==> config.mk <==
export PLATFORM = sky130hd
export DESIGN_NAME = vbp_parser
export DESIGN_NICKNAME = d
export VERILOG_FILES = /design/src/rtl/vbp_pkg.sv /design/src/rtl/vbp_hdr_decode.sv /design/src/rtl/vbp_walker.sv /design/src/rtl/vbp_entry_gen.sv /design/src/rtl/vbp_parser.sv
export SDC_FILE = /design/constraint.sdc
export NUM_CORES = 1
export LEC_CHECK = 0
export BUFFER_PORTS_ARGS = -buffer_cell sky130_fd_sc_hd__buf_4
export CAP_MARGIN = 20
export CORE_UTILIZATION = 50
export CTS_BUF_LIST = sky130_fd_sc_hd__clkbuf_4
export CTS_CLUSTER_SIZE = 25
export DETAILED_ROUTE_END_ITERATION = 8
export GPL_ROUTABILITY_DRIVEN = 0
export PLACE_DENSITY = 0.73
export SLEW_MARGIN = 40
export SYNTH_ARGS = -nofsm -noshare
export SYNTH_HDL_FRONTEND = slang
export SYNTH_SLANG_ARGS = --single-unit
==> constraint.sdc <==
create_clock -name clk -period 7.85 [get_ports clk]
set_clock_uncertainty 0.05 [all_clocks]
set_input_delay 0.3925 -clock clk [delete_from_list [all_inputs] [get_ports clk]]
set_output_delay 0.3925 -clock clk [all_outputs]
set_load 0.01 [all_outputs]
==> src/rtl/vbp_pkg.sv <==
package vbp_pkg;
    localparam int PARCEL_W     = 16;
    localparam int BYTE_W       = 8;
    localparam int LANES        = PARCEL_W / BYTE_W;
    localparam int POS_W        = 4;
    localparam int IDX_W        = 3;
    localparam int REG_W        = 5;
    localparam int BASE_PARCELS = 5;

    typedef enum logic [2:0] {
        SEC_NONE = 3'd0,
        SEC_HDR  = 3'd1,
        SEC_VLB  = 3'd2,
        SEC_REG  = 3'd3,
        SEC_PRED = 3'd4,
        SEC_OPC  = 3'd5
    } sec_e;

    typedef struct packed {
        logic             wide;
        logic [POS_W-1:0] len;
        logic [POS_W-1:0] b_reg;
        logic [POS_W-1:0] b_pred;
        logic [POS_W-1:0] b_opc;
        logic             overrun;
    } hdr_t;

    typedef struct packed {
        sec_e             sec;
        logic [POS_W-1:0] off;
        logic             last;
        logic             err;
        logic             wide;
    } beat_t;

    typedef struct packed {
        logic [LANES-1:0] vld;
        logic             wide;
        logic [IDX_W-1:0] idx;
        logic [REG_W-1:0] preg;
    } ent_t;

    function automatic logic [POS_W-1:0] ext2(input logic [1:0] v);
        return {{(POS_W-2){1'b0}}, v};
    endfunction
endpackage

==> src/rtl/vbp_hdr_decode.sv <==
module vbp_hdr_decode
    import vbp_pkg::*;
(
    input  logic [PARCEL_W-1:0] word,
    output hdr_t                hdr
);
    logic unused_low;
    assign unused_low = ^word[6:0];

    logic [POS_W-1:0] vl_cnt;

    always_comb begin
        vl_cnt      = {{(POS_W-1){1'b0}}, word[15]};
        hdr.wide    = word[7];
        hdr.len     = POS_W'(BASE_PARCELS) + {1'b0, word[14:12]};
        hdr.b_reg   = POS_W'(1) + vl_cnt;
        hdr.b_pred  = hdr.b_reg + ext2(word[9:8]);
        hdr.b_opc   = hdr.b_pred + ext2(word[11:10]);
        hdr.overrun = hdr.b_opc > hdr.len;
    end
endmodule

==> src/rtl/vbp_walker.sv <==
module vbp_walker
    import vbp_pkg::*;
(
    input  logic  clk,
    input  logic  rst,
    input  logic  fire,
    input  logic  sog,
    input  hdr_t  hdr_in,
    output beat_t beat
);
    logic             in_grp;
    logic [POS_W-1:0] pos;
    hdr_t             hdr_q;

    always_comb begin
        beat = '0;
        if (sog) begin
            beat.sec  = SEC_HDR;
            beat.err  = hdr_in.overrun;
            beat.wide = hdr_in.wide;
        end else if (in_grp) begin
            beat.last = (pos == hdr_q.len - POS_W'(1));
            beat.err  = hdr_q.overrun;
            beat.wide = hdr_q.wide;
            if (hdr_q.overrun) begin
                beat.sec = SEC_NONE;
            end else if (pos < hdr_q.b_reg) begin
                beat.sec = SEC_VLB;
            end else if (pos < hdr_q.b_pred) begin
                beat.sec = SEC_REG;
                beat.off = pos - hdr_q.b_reg;
            end else if (pos < hdr_q.b_opc) begin
                beat.sec = SEC_PRED;
                beat.off = pos - hdr_q.b_pred;
            end else begin
                beat.sec = SEC_OPC;
                beat.off = pos - hdr_q.b_opc;
            end
        end
    end

    always_ff @(posedge clk) begin
        if (rst) begin
            in_grp <= 1'b0;
            pos    <= '0;
            hdr_q  <= '0;
        end else if (fire) begin
            if (sog) begin
                in_grp <= 1'b1;
                pos    <= POS_W'(1);
                hdr_q  <= hdr_in;
            end else if (in_grp) begin
                pos <= pos + POS_W'(1);
                if (beat.last) in_grp <= 1'b0;
            end
        end
    end

    // the walk position never reaches the group length
    a_r1_pos_in_range: assert property (@(posedge clk) disable iff (rst)
        in_grp |-> (pos < hdr_q.len));

    // a header always restarts the walk at parcel 1
    a_r12_restart: assert property (@(posedge clk) disable iff (rst)
        (fire && sog) |=> (in_grp && pos == POS_W'(1)));
endmodule

==> src/rtl/vbp_entry_gen.sv <==
module vbp_entry_gen
    import vbp_pkg::*;
#(
    parameter int PRED_FIRST = 9
) (
    input  beat_t               beat,
    input  logic [PARCEL_W-1:0] data,
    output ent_t                ent
);
    logic [LANES-1:0] byte_used;

    for (genvar g = 0; g < LANES; g++) begin : g_lane
        assign byte_used[g] = |data[g*BYTE_W +: BYTE_W];
    end

    logic is_entry;
    assign is_entry = (beat.sec == SEC_REG) || (beat.sec == SEC_PRED);

    always_comb begin
        ent = '0;
        if (is_entry) begin
            ent.wide = beat.wide;
            if (beat.wide) begin
                ent.vld = LANES'(1);
                ent.idx = beat.off[IDX_W-1:0];
            end else begin
                ent.vld = byte_used;
                ent.idx = {beat.off[IDX_W-2:0], 1'b0};
                if (beat.sec == SEC_PRED)
                    ent.preg = REG_W'(PRED_FIRST) + REG_W'(ent.idx);
            end
        end
    end
endmodule

==> src/rtl/vbp_parser.sv <==
module vbp_parser
    import vbp_pkg::*;
#(
    parameter int PRED_FIRST = 9
) (
    input  logic        clk,
    input  logic        rst,
    input  logic        in_valid,
    output logic        in_ready,
    input  logic [15:0] in_data,
    input  logic        in_sog,
    output logic        out_valid,
    output logic [2:0]  out_sec,
    output logic        out_last,
    output logic        out_err,
    output logic [1:0]  ent_vld,
    output logic        ent_wide,
    output logic [2:0]  ent_idx,
    output logic [4:0]  pred_reg
);
    logic  fire;
    hdr_t  hdr_dec;
    beat_t beat;
    ent_t  ent;

    assign in_ready = !rst;
    assign fire     = in_valid && in_ready;

    vbp_hdr_decode u_dec (
        .word (in_data),
        .hdr  (hdr_dec)
    );

    vbp_walker u_walk (
        .clk    (clk),
        .rst    (rst),
        .fire   (fire),
        .sog    (in_sog),
        .hdr_in (hdr_dec),
        .beat   (beat)
    );

    vbp_entry_gen #(.PRED_FIRST(PRED_FIRST)) u_ent (
        .beat (beat),
        .data (in_data),
        .ent  (ent)
    );

    always_ff @(posedge clk) begin
        if (rst) begin
            out_valid <= 1'b0;
            out_sec   <= SEC_NONE;
            out_last  <= 1'b0;
            out_err   <= 1'b0;
            ent_vld   <= '0;
            ent_wide  <= 1'b0;
            ent_idx   <= '0;
            pred_reg  <= '0;
        end else begin
            out_valid <= fire;
            if (fire) begin
                out_sec  <= beat.sec;
                out_last <= beat.last;
                out_err  <= beat.err;
                ent_vld  <= ent.vld;
                ent_wide <= ent.wide;
                ent_idx  <= ent.idx;
                pred_reg <= ent.preg;
            end
        end
    end

    // one result per accepted parcel, one cycle later
    a_r2_result_follows: assert property (@(posedge clk) disable iff (rst)
        fire |=> out_valid);

    // a header parcel is tagged header
    a_r2_hdr_tag: assert property (@(posedge clk) disable iff (rst)
        (fire && in_sog) |=> (out_sec == SEC_HDR));

    // packed lane strobes follow the nonzero bytes of the parcel
    a_r9_zero_byte: assert property (@(posedge clk) disable iff (rst)
        (out_valid && !ent_wide && (out_sec == SEC_REG || out_sec == SEC_PRED))
        |-> (ent_vld == {$past(in_data[15:8]) != 8'h00, $past(in_data[7:0]) != 8'h00}));

    // predicate register only on packed predicate results
    a_r10_pred_zero: assert property (@(posedge clk) disable iff (rst)
        (out_valid && !(out_sec == SEC_PRED && !ent_wide)) |-> (pred_reg == '0));

    // an errored group tags nothing after its header
    a_r11_err_silent: assert property (@(posedge clk) disable iff (rst)
        (out_valid && out_err && out_sec != SEC_HDR) |-> (out_sec == SEC_NONE && ent_vld == '0));

    // untagged parcels outside a group carry nothing
    a_r13_stray_quiet: assert property (@(posedge clk) disable iff (rst)
        (out_valid && out_sec == SEC_NONE && !out_err) |-> (ent_vld == '0 && !out_last));
endmodule

# [After elaboration in Yosys (flattened, before gate mapping)]
# Index checks and enable logic that the tools add are counted.
[totals] reg_bits=40 in_bits=20
[classes] addsub=10 magnitude_cmp=4 eq_ne=3 mux=20 n_reduce_logical=8
[ops] op="$mux 4" count=5
[ops] op="$reduce_or 8->1" count=2
[ops] op="$mux 5" count=3
[ops] op="$lt 4x4->1" count=3
[ops] op="$mux 3" count=4
[ops] op="$sub 4x4->4" count=3
[ops] op="$mux 11" count=1
[ops] op="$mux 10" count=1
[ops] op="$add 4x2->4" count=2
[ops] op="$mux 7" count=1
[ops] op="$add 4x3->5 const A" count=1
[ops] op="$add 3x3->4 const A" count=1
[ops] op="$add 4x1->4 const B" count=1
[ops] op="$eq 4x4->1" count=1
[ops] op="$gt 4x4->1" count=1
[ops] op="$mux 2" count=2
[ops] op="$reduce_and 2->1" count=2
[ops] op="$sub 4x1->4 const B" count=1
[ops] op="$eq 3x2->1 const B" count=1
[ops] op="$eq 3x3->1 const B" count=1
[ops] op="$mux 1" count=3
[ops] op="$add 1x1->2 const A" count=1
[ops] op="$reduce_bool 2->1" count=1
[ops] op="$logic_and 1x1->1" count=1
[ops] op="2 further kinds" count=2

# [Logic depth before layout (Yosys ltp)]
[depth] ltp_word=11 mapped_depth=10 ltp_nobuf=10

# [By module]
# From an unflattened synthesis, not the netlist that was laid out.
[hier_totals] cells_unflattened=318 hier_area_um2=2630.0
[by_module_without_submodules] mod="vbp_walker" instances=1 cells_per_inst=203 area_per_inst_um2=1565.3 seq_area_each_um2=460.4
[by_module_without_submodules] mod="vbp_parser" instances=1 cells_per_inst=56 area_per_inst_um2=618.1 seq_area_each_um2=340.3
[by_module_without_submodules] mod="vbp_hdr_decode" instances=1 cells_per_inst=36 area_per_inst_um2=286.5 seq_area_each_um2=0.0
[by_module_without_submodules] mod="vbp_entry_gen" instances=1 cells_per_inst=23 area_per_inst_um2=160.2 seq_area_each_um2=0.0

# [Worst setup path after synthesis]
# Ideal clock, no wire load.
[synth_path] kind="input to register" startpoint="input port in_data[15]" endpoint="register out_err" arrival_time_ps=2542 slack_ps=5126 cell_stages=10 path_buffers=0 cell_sequence="inv_1 > ha_1 > fa_1 > fa_1 > ha_1 > nor2b_1 > o21a_1 > o21a_1 > o21ai_0 > a21oi_1"
[synth_rtl] element="start, declared" line_no="vbp_parser.sv:10" rtl="input logic [15:0] in_data,"
[synth_rtl] element="end signal, assigned" line_no="vbp_parser.sv:64" rtl="out_err <= beat.err;"
[synth_rtl] element="end, declared" line_no="vbp_parser.sv:15" rtl="output logic out_err,"

==> results.py <==
metrics = {
    "status": {
        "status": "complete, no violations",
    },
    "sta": {
        "slew_viol_final": 0,
        "finalCritPeriodShare": 0.339,
        "rsz0062_at_grt": "false",
        "final.min_clock_period_ps": 2660,
        "tightest_slew_ps": 644,
        "slew_headroom": 0.571,
        "timing_hold_violations_final": 0,
        "timing.fmax_mhz": 376,
        "tns_ps": 0,
        "setup_violations": 0,
    },
    "finish": {
        "regMostFlops": "u_walk.hdr_q",
        "post-route-util": 0.608,
        "layout-drive-gt1-share": 0.186,
        "largest_reg_flops": 15,
        "multi_input_comb_area_sq_mm": 0.00126,
        "syn2layout_area_growth_pct": 16.5,
        "n_antenna_cell": 0,
        "regArea_sq_um": 701,
        "top_regs": "u_walk.hdr_q: 15 flops, u_walk.pos: 4 flops",
        "fillers": 386,
        "nNetsFinal": 321,
    },
    "worst_setup_path": {
        "cp_slowest_cell": "fa_1",
        "r2r_start": "u_walk.pos[0]$_SDFFE_PP0P_",
        "cp_top_family": "adder cells",
        "required_ps": 8010,
        "max_stage_delay_ps": 560,
        "worstSetupStartpointType": "input pin",
        "crit_cells": 11,
        "arrival_ps": 2820,
        "crit_chain": "buf_4, inv_1, ha_1, fa_1, fa_1, ha_1, nor2b_1, o21a_1, o21a_1, o21ai_0, a21oi_1",
        "critical_path.startpoint": "in_data[15]",
        "path_class": "input pin to flop",
        "path_buf_inv": 2,
        "rrSetupSlack_ps": 5300,
        "end_kind": "flop",
        "ff2ff_path_depth": 9,
        "crit_fanout": 5,
    },
    "floorplan": {
        "start_util": 0.522,
        "die_y_microns": 66.9,
        "ios": 38,
        "die-area_sq_mm": 0.00447,
        "rows": 23,
        "core_area_sq_mm": 0.00403,
        "die_x_microns": 66.9,
    },
    "placed_design": {
        "port-buffer-count": 36,
        "place.detailed.hpwl_mm": 3.49,
    },
    "pwr": {
        "seq_power_share": 0.460,
        "power.switching_mw": 0.119,
        "p_sw_frac": 0.288,
        "power_density_mw_per_mm2": 168,
        "pwr-share-comb": 0.237,
        "power.internal_mw": 0.294,
        "ir_drop_mv": 0.121,
        "clkPwrFrac": 0.304,
        "p_leak_nw": 1.01,
    },
    "grt": {
        "grt_overflow": 0,
        "grt_pass1_vias": 1632,
        "grt_pass1_wl_mm": 7.35,
        "grt_usage": 0.220,
        "grt_max_degree": 29,
        "antenna_found_initial": 0,
    },
    "clocking": {
        "cts_sinks": 35,
        "numCtsBuffers": 5,
        "cts_root_buffer": "clkbuf_4",
        "clk_pin_slew_ps": 110,
        "h-tree-depth": 2,
        "worst_skew_pair.late_latency_ps": 330,
        "cts_buffer_depth": 2,
        "post_cts_buffers": 0,
        "cts_tree": "done",
        "cts_resized": 0,
        "holdBufCountCts": 0,
    },
    "yosys": {
        "synth_area_leaders": "dfxtp_1 (33%), ha_1 (10%), fa_1 (4.8%)",
        "postSynthAreaPerCell_sq_um": 8.52,
        "seq_area_frac_synth": 0.333,
        "ys_seq_elements": 35,
        "synth_top_area_cell": "dfxtp_1",
        "synth_edf_count": 0,
        "ys_types": 50,
        "syn_nets": 289,
        "synthFlopType": "dfxtp_1",
        "synth_common_cells": "dfxtp_1 (35), nand2_1 (21), inv_1 (20)",
        "yosysWarnings": 0,
        "yosysMostFrequentCell": "dfxtp_1",
        "synth_top_area_share": 0.333,
        "syn_area_sq_mm": 0.00210,
        "syn_inst": 247,
        "async_flop_share": 0,
    },
    "detailed_routing": {
        "first_pass_iters": 4,
        "first_iter_violations": 61,
        "drc": 0,
        "routed-via-count": 1791,
        "wl_per_cell_microns": 13.5,
        "routed_wl_mm": 4.47,
        "ant_nets": 0,
        "vias_per_cell": 5.43,
    },
    "hold_path": {
        "hp-class": "input pin to flop",
        "hold-path-cell-count": 2,
        "hold_start": "in_data[12]",
    },
    "job": {
        "cap_violations": 0,
    },
}
[cell families after synthesis]
kind of cell / after synthesis / share of synthesized area
simple gates: 84 / 0.203
compound gates: 62 / 0.200
flops: 35 / 0.333
buf+inv: 32 / 0.0666
fa+ha+maj: 22 / 0.149
xor+xnor: 10 / 0.0416
other cells: 1 / 0.00178
mux: 1 / 0.00535
[worst reg2reg max path, delay by kind of cell (launching register included)]
kind,cells,cell delay (ps)
AOI/OAI and AO/OA,2,370
buffers and inverters,2,170
DFF,1,380
and+or+nand+nor,3,890
adders and majority gates,2,620
[cell type report]
cell class	count	share of cell area
clock buffer	5	0.0153
clock inverter	3	0.0158
inverter	21	0.0322
multi-input combinational	180	0.515
sequential	35	0.286
tap	50	0.0255
timing repair buffer	36	0.110
[placed cells by master (no fill, tap or decap), drive strengths merged, types with 2 or more instances in the layout]
cell type   n
a211oi      4
a21oi      17
a22oi       3
a31oi       2
and2        5
buf        36
clkbuf      5
clkinv      3
dfxtp      35
fa          5
ha         17
inv        20
nand2      21
nand2b      9
nand3       6
nand4       3
nor2       20
nor2b       7
nor3        7
nor4        3
o211ai      2
o21a        4
o21ai      13
o22ai       2
o31ai       5
xnor2       5
xor2        5
[worst paths after layout]
check,to
worst min-delay path,u_walk.hdr_q[13]$_SDFFE_PP0P_
worst min register to register,ent_idx[2]$_SDFFE_PP0P_
worst max-delay path,out_err$_SDFFE_PP0P_
worst max register to register,ent_idx[1]$_SDFFE_PP0P_
[stage by stage]
step / cells / worst slack, ps / hold WS (ps) / area (sq um) / power, mW
3_5_place_dp: 322 / 4840 / 395 / 2370 / 0.291
2_1_floorplan: 247 / 5130 / 386 / 2100 / 0.263
4_1_cts: 330 / 5190 / 194 / 2450 / 0.415
6_report: 330 / 5190 / 196 / 2450 / 0.412
5_1_grt: 330 / 5060 / 190 / 2450 / 0.436
3_3_place_gp: 322 / 4910 / 387 / 2370 / 0.288
[power by group through the flow]
stage	Sequential (mW)	Clock, mW	Combinational (mW)
floorplan	0.193	0	0.0703
global placement	0.194	0	0.0949
detailed placement	0.194	0	0.0971
CTS	0.190	0.127	0.0980
global route	0.191	0.136	0.109
finish	0.190	0.125	0.0976
[metal layers]
metal / part of all wire / GRT usage / wire length [microns] / vias to the layer above
met5: 0 / 0 / 0 / -
met1: 0.47 / 0.293 / 2110 / 827
met3: 0.044 / 0.0462 / 195 / 4
met4: 0.0069 / 0.0532 / 31 / 0
li1: - / - / - / 924
met2: 0.48 / 0.360 / 2130 / 36
Power figures use the tool's default switching activity.
